`src/rtl/apd_power_ctl.sv`:
```
module apd_power_ctl #(
  parameter int ADDR_W   = 18,
  parameter int DATA_W   = 4,
  parameter int HOLD_CYC = 8
) (
  input  logic              clk,
  input  logic              rst_n,
  input  logic              cs_n,
  input  logic              we_n,
  input  logic [ADDR_W-1:0] addr,
  input  logic [DATA_W-1:0] din,
  output logic [1:0]        pwr_state,
  output logic              wake
);
  localparam int CW = $clog2(HOLD_CYC + 1);
  localparam logic [1:0] ST_STBY = 2'b00;
  localparam logic [1:0] ST_LOW  = 2'b01;
  localparam logic [1:0] ST_FULL = 2'b10;

  logic              cs_q, we_q;
  logic [ADDR_W-1:0] addr_q;
  logic [DATA_W-1:0] din_q;
  logic [CW-1:0]     cnt;
  logic [1:0]        st;

  wire sel_fall  = cs_q & ~cs_n;
  wire wr_fall   = we_q & ~we_n & ~cs_n;
  wire addr_move = (addr != addr_q) & ~cs_n;
  wire data_move = (din != din_q) & ~cs_n & ~we_n;

  assign wake      = sel_fall | wr_fall | addr_move | data_move;
  assign pwr_state = st;

  always_ff @(posedge clk or negedge rst_n) begin
    if (!rst_n) begin
      cs_q   <= 1'b1;
      we_q   <= 1'b1;
      addr_q <= '0;
      din_q  <= '0;
      cnt    <= '0;
      st     <= ST_STBY;
    end else begin
      cs_q   <= cs_n;
      we_q   <= we_n;
      addr_q <= addr;
      din_q  <= din;
      if (cs_n) begin
        st  <= ST_STBY;
        cnt <= '0;
      end else if (wake) begin
        st  <= ST_FULL;
        cnt <= CW'(HOLD_CYC - 1);
      end else if (st == ST_FULL) begin
        if (cnt == '0) st <= ST_LOW;
        else cnt <= cnt - 1'b1;
      end
    end
  end

  assert_sel_full_R2: assert property (@(posedge clk) disable iff (!rst_n)
    (cs_q && !cs_n) |=> pwr_state == ST_FULL);

  assert_desel_stby_R9: assert property (@(posedge clk) disable iff (!rst_n)
    cs_n |=> pwr_state == ST_STBY);

  assert_quiet_deselected_R11: assert property (@(posedge clk) disable iff (!rst_n)
    cs_n |-> !wake);

  assert_decay_R6: assert property (@(posedge clk) disable iff (!rst_n)
    (pwr_state == ST_FULL && cnt == '0 && !wake && !cs_n) |=> pwr_state == ST_LOW);

  assert_low_holds_R8: assert property (@(posedge clk) disable iff (!rst_n)
    (pwr_state == ST_LOW && !wake && !cs_n) |=> $stable(pwr_state));

  assert_event_full_R7: assert property (@(posedge clk) disable iff (!rst_n)
    (wake && pwr_state == ST_FULL) |=> pwr_state == ST_FULL);

  assert_code_R10: assert property (@(posedge clk) disable iff (!rst_n)
    pwr_state != 2'b11);
endmodule

```
`config.mk`:
```
export PLATFORM = sky130hd
export DESIGN_NAME = apd_power_ctl
export DESIGN_NICKNAME = d
export VERILOG_FILES = /design/src/rtl/apd_power_ctl.sv
export SDC_FILE = /design/constraint.sdc
export NUM_CORES = 1
export LEC_CHECK = 0
export BUFFER_PORTS_ARGS = -buffer_cell sky130_fd_sc_hd__buf_2
export CAP_MARGIN = 20
export CORE_UTILIZATION = 42
export CTS_CLUSTER_SIZE = 40
export DETAILED_ROUTE_END_ITERATION = 8
export HOLD_SLACK_MARGIN = 0.06
export PLACE_DENSITY = 0.71
export SETUP_SLACK_MARGIN = 0.3
export SLEW_MARGIN = 20
export SYNTH_ARGS = -nofsm -noshare
export SYNTH_HDL_FRONTEND = slang
export SYNTH_SLANG_ARGS = --single-unit
```
`constraint.sdc`:
```
create_clock -name clk -period 4.1 [get_ports clk]
set_clock_uncertainty 0.1 [all_clocks]
set_input_delay 0.615 -clock clk [delete_from_list [all_inputs] [get_ports clk]]
set_output_delay 0.615 -clock clk [all_outputs]
set_load 0.03 [all_outputs]
```
==> After elaboration in Yosys (flattened, before gate mapping) <==
Index checks and enable logic that the tools add are counted.
{ "word_totals": {"ff_bits": 30, "input_bits": 26, "out_inout_bits": 3, "wordCells": 35} }
{ "op_classes": {"eq_ne": 4, "n_bitwise": 11, "add_sub_neg": 1, "reduce_logical": 5, "muxes": 8} }
{ "ops": {"columns": ["cell", "n"], "rows": [
  ["$ne A18 B18 Y1", 1],
  ["$mux W4", 4],
  ["$mux W2", 4],
  ["$and A1 B1 Y1", 6],
  ["$reduce_bool A3 Y1", 2],
  ["$logic_not A4 Y1", 1],
  ["$ne A4 B4 Y1", 1],
  ["$reduce_and A2 Y1", 2],
  ["$sub A4 B1 Y4 const B", 1],
  ["$ne A3 B3 Y1 const B", 1],
  ["$or A1 B1 Y1", 3],
  ["$eq A2 B2 Y1 const B", 1],
  ["$not A1 Y1", 2]
]} }

==> Logic depth before layout (Yosys ltp) <==
Gate-level depths: netlist of run 1.
{ "logic_depth": {"word_depth": 8, "mapped_depth": 6, "mapped_depth_nobuf": 6} }

==> Least setup slack after synthesis of run 1 <==
Ideal clock, no wire load.
{ "synth_timing": {"kind": "input port to output port", "startpoint": "in addr[0]", "endpoint": "out wake", "slack_ns": 1.679, "n_path_buf": 0, "arrival_ns": 1.706, "path_stages": 4, "cell_sequence": "xor2_1 > a211o_1 > nor4_4 > a31oi_1"} }
{ "synth_via": {"elab_chain_cells": 4} }
{ "synth_rtl": {"columns": ["element", "line_no", "rtl"], "rows": [
  ["start, declared", "10", "input logic [ADDR_W-1:0] addr,"],
  ["$ne A18 B18 Y1", "28", "wire addr_move = (addr != addr_q) & ~cs_n;"],
  ["$and A1 B1 Y1", "28", null],
  ["$or A1 B1 Y1 (2 in series)", "31", "assign wake = sel_fall | wr_fall | addr_move | data_move;"],
  ["end, declared", "13", "output logic wake"]
]} }
No other way between the ends.

==> Worst setup path in the final report of run 1 <==
Same ends and word-level chain as after synthesis.

==> out/results.ini, run 1 <==
[synth]
synth_top_family_by_area=XOR/XNOR gates
synth_cell_types=25
synth_cells=89
synth-xor-area-share=0.167
synth_ff_type=dfrtp_1
syn-cell-area_mm2=0.00121
synth_top_area_cell=dfrtp_1
async_flop_share=1.00
synth_adder_area_share=0.0104
synth_nets=116
synth_top_area_frac=0.581
avgSynthCellArea_um2=13.6
synth_edf_count=0
yosys-top-cells-area=dfrtp_1, xnor2_1, dfstp_2
synth_compound_area_frac=0.0612
synthMuxAreaShare=0.0176
yosys.area_share.simple=0.110
ys_ff_latch=30
yosysMostFrequentCell=dfrtp_1
seq_area_frac_synth=0.624
synth_common_cells=dfrtp_1, xnor2_1, a41oi_1, nor2_1
synth_warnings=0

[clocking]
clock_path_buffers=2
clkSlewWorstSetupHoldPaths_ns=0.08
root_buffer=clkbuf_4
numCtsBuffers=5
cts.sinks=30
cts_max_level=2
hold_buffers=0
postCtsSetupRepairBufs=0
cts_resized=0
clock_latency_ns=0.32
cts_tree=built

[finish]
nets=151
area_growth_pct=18.9
seq_area_um2=753
nFillCells=247
layout-drive-gt1-share=0.296
n_antenna_cell=0
multiInputGateArea_um2=442

[routing]
vias_per_cell=5.07
ant_nets=0
drt_iter0_drc=7
drc=0
wire_per_inst_um=12.8
wl_um=1990
dr.pass1.iters=4
vias=791

[floorplan]
die_h_um=55.6
num_io_pins=29
coreArea_mm2=0.00273
die_x_um=55.6
die_area_mm2=0.00309
rows=19
start_util=0.441

[sta]
drv_slew=0
setup_viol=0
finalSetupTns_ns=0
final_hold_viol_count=0
period_share=0.642
fin_crit_ns=2.63
fmax_mhz=380
max_slew_margin=0.583
rsz0062_at_grt=no
worst_slew_pin_slew_ns=0.625
fin_hold_ws_ns=0.203

[power_and_ir_drop]
power.leakage_nw=0.613
p_comb_frac=0.117
seqPwrFrac=0.589
irDropWorstVdd_mv=0.251
p_switching_w=0.000130
power_w=0.000539
p_clk_frac=0.294
power.internal_w=0.000409
swShare=0.241
powerDensity_mw_per_mm2=376

[setup_path]
critPathMaxFanout=7
worstReg2RegStart=cnt[0]
startpoint=addr[0]
cp-start-kind=input pin
cp.required_ns=3.38
worst_ep_arrival_time_ns=1.92
crit_path_end_kind=output port
crit_type=in -> out

[grt]
grt_pass1_vias=845
grt_max_degree=31
globalRouteOverflowTotal=0
antenna_found_initial=0
grt_first_pass_wirelength_um=3420
grt_util_all_layers=0.152

[flow_run]
drv_cap=0

[status]
status=completed

[placed_design]
dp_hpwl_um=1590
globalplace.congestion=0.744
io_buffers=28

[min_path]
worstHoldPathType=in -> async

## sequential cells by signal, indices dropped and copies added, names as in the netlist
| name | flops |
|---|---|
| cnt | 4 |
| pwr_state | 2 |
| cs_q | 1 |
| addr_q | 18 |
| din_q | 4 |
| we_q | 1 |
## cells in the final DEF, fill, tap and decap left out, types with 2 or more instances in the layout
master    synthesis  layout
clkbuf_1          0       3
dfstp_2           2       2
a21oi_1           2       2
clkbuf_4          0       5
dfrtp_1          28      28
nor2_1            4       4
nand2_1           2       2
buf_2             0      28
nor4b_1           2       2
nand4_1           3       3
a41oi_1           5       5
nor3b_1           2       2
xnor2_1          22      22
inv_1             3       3
## path summary, 6_finish.rpt
check                               endpoint  slack (ns)  cells after the start
worst max-delay path                    wake        1.47                      6
worst min-delay path               addr_q[8]        0.20                      1
worst max register to register        cnt[1]        2.34                      6
worst min register to register  pwr_state[0]        0.56                      2
max in group asynchronous         addr_q[16]        3.29                      1
min in group clk                        we_q        0.31                      1
## kinds of logic after synthesis
group,after synthesis
fa+ha+maj,1
simple gates,20
flops,30
buf+inv,3
xor+xnor,23
mux,2
compound gates,10
## critical path: stages
cell     delay (ns)
buf_2          0.11
xor2_1         0.13
a211o_1        0.30
nor4_4         0.42
a31oi_1        0.15
buf_2          0.20
## power by group through the flow
stage	Clock [W]	Combinational, W	Sequential, W
global route	0.000180	0.0000704	0.000319
finish	0.000158	0.0000628	0.000318
CTS	0.000167	0.0000647	0.000318
detailed placement	0	0.0000643	0.000324
floorplan	0	0.0000340	0.000323
global placement	0	0.0000612	0.000323
## layout make-up
cell class | instances | area share
sequential | 30 | 0.525
multi-input combinational | 56 | 0.308
timing repair buffer | 28 | 0.0977
clock buffer | 8 | 0.0340
tap | 31 | 0.0271
inverter | 3 | 0.00785
## metal layers
| layer | GRT usage | up-vias | routed length [um] |
|---|---|---|---|
| met5 | 0 | - | 0 |
| met4 | 0.0857 | 0 | 47 |
| met3 | 0.0628 | 5 | 102 |
| met2 | 0.270 | 17 | 1040 |
| met1 | 0.145 | 380 | 801 |
| li1 | - | 389 | - |
## stage by stage
stage / cell area [um2] / utilization / worst slack, ns / cells
floorplan: 1210 / - / 1.68 / 89
global placement: 1390 / 0.507 / 1.51 / 148
detailed placement: 1390 / 0.507 / 1.46 / 148
CTS: 1430 / 0.524 / 1.45 / 156
global route: 1430 / 0.524 / 1.34 / 156
finish: 1430 / 0.524 / 1.47 / 156
No activity file was read; power rests on OpenSTA's default activity.
==> run 2: changes to the inputs <==
==> constraint.sdc (replaced) <==
create_clock -name clk -period 2.6 [get_ports clk]
set_clock_uncertainty 0.1 [all_clocks]
set_input_delay 0.39 -clock clk [delete_from_list [all_inputs] [get_ports clk]]
set_output_delay 0.39 -clock clk [all_outputs]
set_load 0.03 [all_outputs]
==> run 2 against run 1 <==
Net effect: sequential share of layout area fell by 0.72 points; total power rose by 58%; worst setup slack got worse by 1.1 ns; final cell count rose by 1.3%; clock-buffer cell count did not move; critical path type is now reg -> out.
==> out/results.ini, run 2 (synthesis results as in run 1) <==
[setup_path]
cp_slowest_cell=dfrtp_1
worst_ep_arrival_time_ns=1.70  ; -0.22 ns
crit_type=reg -> out
rrSetupSlack_ns=0.84  ; -1.50 ns
reg2reg_depth=6  ; unchanged
cp.required_ns=2.11  ; -1.27 ns
critPathMaxFanout=2  ; -5
path_cells=xnor2_1, nand4_1, nor4_4, a31oi_1, buf_4
cp-start-kind=flop
r2r_end=cnt[1]
worstReg2RegStart=cnt[0]
cp_num_buf_inv=1  ; -1
max_stage_delay_ns=0.39  ; -0.03 ns
critPathTopFamily=simple AND/OR/NAND/NOR gates
crit_path_end_kind=output port

[routing]
wl_um=2090  ; +5.0%
wire_per_inst_um=13.2  ; +3.7%
dr.pass1.iters=4  ; unchanged
drc=0  ; unchanged
vias_per_cell=5.09  ; +0.36%
vias=804  ; +1.6%
drt_iter0_drc=7  ; unchanged
ant_nets=0  ; unchanged

[min_path]
worstHoldPathType=in -> reg
worstHoldEndpoint=we_q
whs_path_depth=1
min_from=we_n

[grt]
use_met2=0.284  ; +0.0138
antenna_found_initial=0  ; unchanged
grt_pass1_vias=870  ; +3.0%
grt_max_degree=31  ; unchanged
use_met3=0.0628  ; unchanged
globalRouteOverflowTotal=0  ; unchanged
grt_first_pass_wirelength_um=3540  ; +3.4%
grt_util_all_layers=0.157  ; +0.00505
gr-max-usage-layer=met2
grt_util_met1=0.148  ; +0.00316

[floorplan]
start_util=0.441  ; unchanged
die_h_um=55.6  ; unchanged
coreArea_mm2=0.00273  ; unchanged
num_io_pins=29  ; unchanged
die_x_um=55.6  ; unchanged
die_area_mm2=0.00309  ; unchanged
rows=19  ; unchanged

[finish]
largest-register=addr_q
area_growth_pct=20.5
nFillCells=245  ; -0.81%
layout-drive-gt1-share=0.299  ; +0.00321
nets=153  ; +1.3%
reg.largest.list=addr_q x18, cnt x4, din_q x4
final_common_cell=dfrtp_1
multiInputGateArea_um2=442  ; unchanged
mostFrequentLayoutCells=dfrtp_1, buf_2, xnor2_1
largest_reg_flops=18  ; unchanged
post-route-util=0.532  ; +0.00732
seq_area_um2=753  ; unchanged
n_antenna_cell=0  ; unchanged

[status]
status=completed

[clocking]
clock_path_buffers=2  ; unchanged
numCtsBuffers=5  ; unchanged
root_buffer=clkbuf_4
clkSlewWorstSetupHoldPaths_ns=0.09  ; about the same
cts.sinks=30  ; unchanged
cts_max_level=2  ; unchanged
cts_tree=built
clock_latency_ns=0.33  ; about the same

[sta]
drv_slew=0  ; unchanged
max_slew_margin=0.579  ; -0.00443
fin_hold_ws_ns=0.0803  ; -0.123 ns
setup_viol=0  ; unchanged
worst_slew_pin_slew_ns=0.632  ; +0.00664 ns
fmax_mhz=457
rsz0062_at_grt=no
fin_crit_ns=2.19
period_share=0.842
finalSetupTns_ns=0  ; unchanged
final_hold_viol_count=0  ; unchanged
setup_slack_ns=0.412  ; -1.06 ns

[power_and_ir_drop]
irDropWorstVdd_mv=0.400  ; +59%
powerDensity_mw_per_mm2=587  ; +56%
power.leakage_nw=0.624  ; +1.7%
power_w=0.000854  ; +58%

[placed_design]
io_buffers=28  ; unchanged
pre_cts_slack_ns=0.415  ; -1.05 ns
dp_hpwl_um=1590  ; unchanged
globalplace.congestion=0.744  ; about the same

[flow_run]
drv_cap=0  ; unchanged

run 2: cell types whose count changed in the layout (fill, tap and decap cells not counted):
cell / delta
dlygate4sd3_1: +1
buf_2: -1
buf_4: +2
run 2: metal layers:
| layer | routed length [um] | up-vias |
|---|---|---|
| met5 | 0 | - |
| met4 | 47 | 0 |
| met3 | 101 | 5 |
| met2 | 1110 | 17 |
| met1 | 831 | 390 |
| li1 | - | 392 |
run 2: timing repair:
| item | in CTS | in global routing |
|---|---|---|
| endpoints found under the hold margin | 28 | 0 |
| hold buffers | 1 | 0 |
| resized for setup | 0 | 1 |
| pin swaps | 1 | 7 |
| endpoints found under the setup margin | 1 | 1 |
| buffers inserted | 1 | 0 |
run 2: worst register-to-register path: stages (launching register included):
cell     delay [ns]
dfrtp_1        0.39
inv_1          0.05
ha_1           0.23
nor3b_1        0.16
nor2_1         0.17
mux2_2         0.36
a41oi_1        0.20
run 2: report_power, final:
part           switching, W  internal [W]
Sequential        0.0000116      0.000489
Clock              0.000144      0.000107
Combinational     0.0000516     0.0000497
run 2: cell type report:
type / instances / share of cell area
clock buffer: 8 / 0.0336
multi-input combinational: 56 / 0.304
inverter: 3 / 0.00775
tap: 31 / 0.0267
timing repair buffer: 30 / 0.110
sequential: 30 / 0.518
run 2: through the flow:
stage	std cells	instance area, um2
floorplan	89	1210
global placement	148	1390
detailed placement	148	1390
CTS	158	1450
global route	158	1450
finish	158	1450
run 2: worst max-delay path by stage:
stage | slack, ns | end | cells after the start | start
global route | 0.30 | wake | 5 | addr_q[14]
finish | 0.41 | wake | 5 | addr_q[14]
global placement | 0.46 | wake | 6 | addr[0]
detailed placement | 0.41 | wake | 6 | addr[0]
CTS | 0.38 | wake | 5 | addr_q[0]
floorplan | 0.63 | wake | 4 | addr[0]
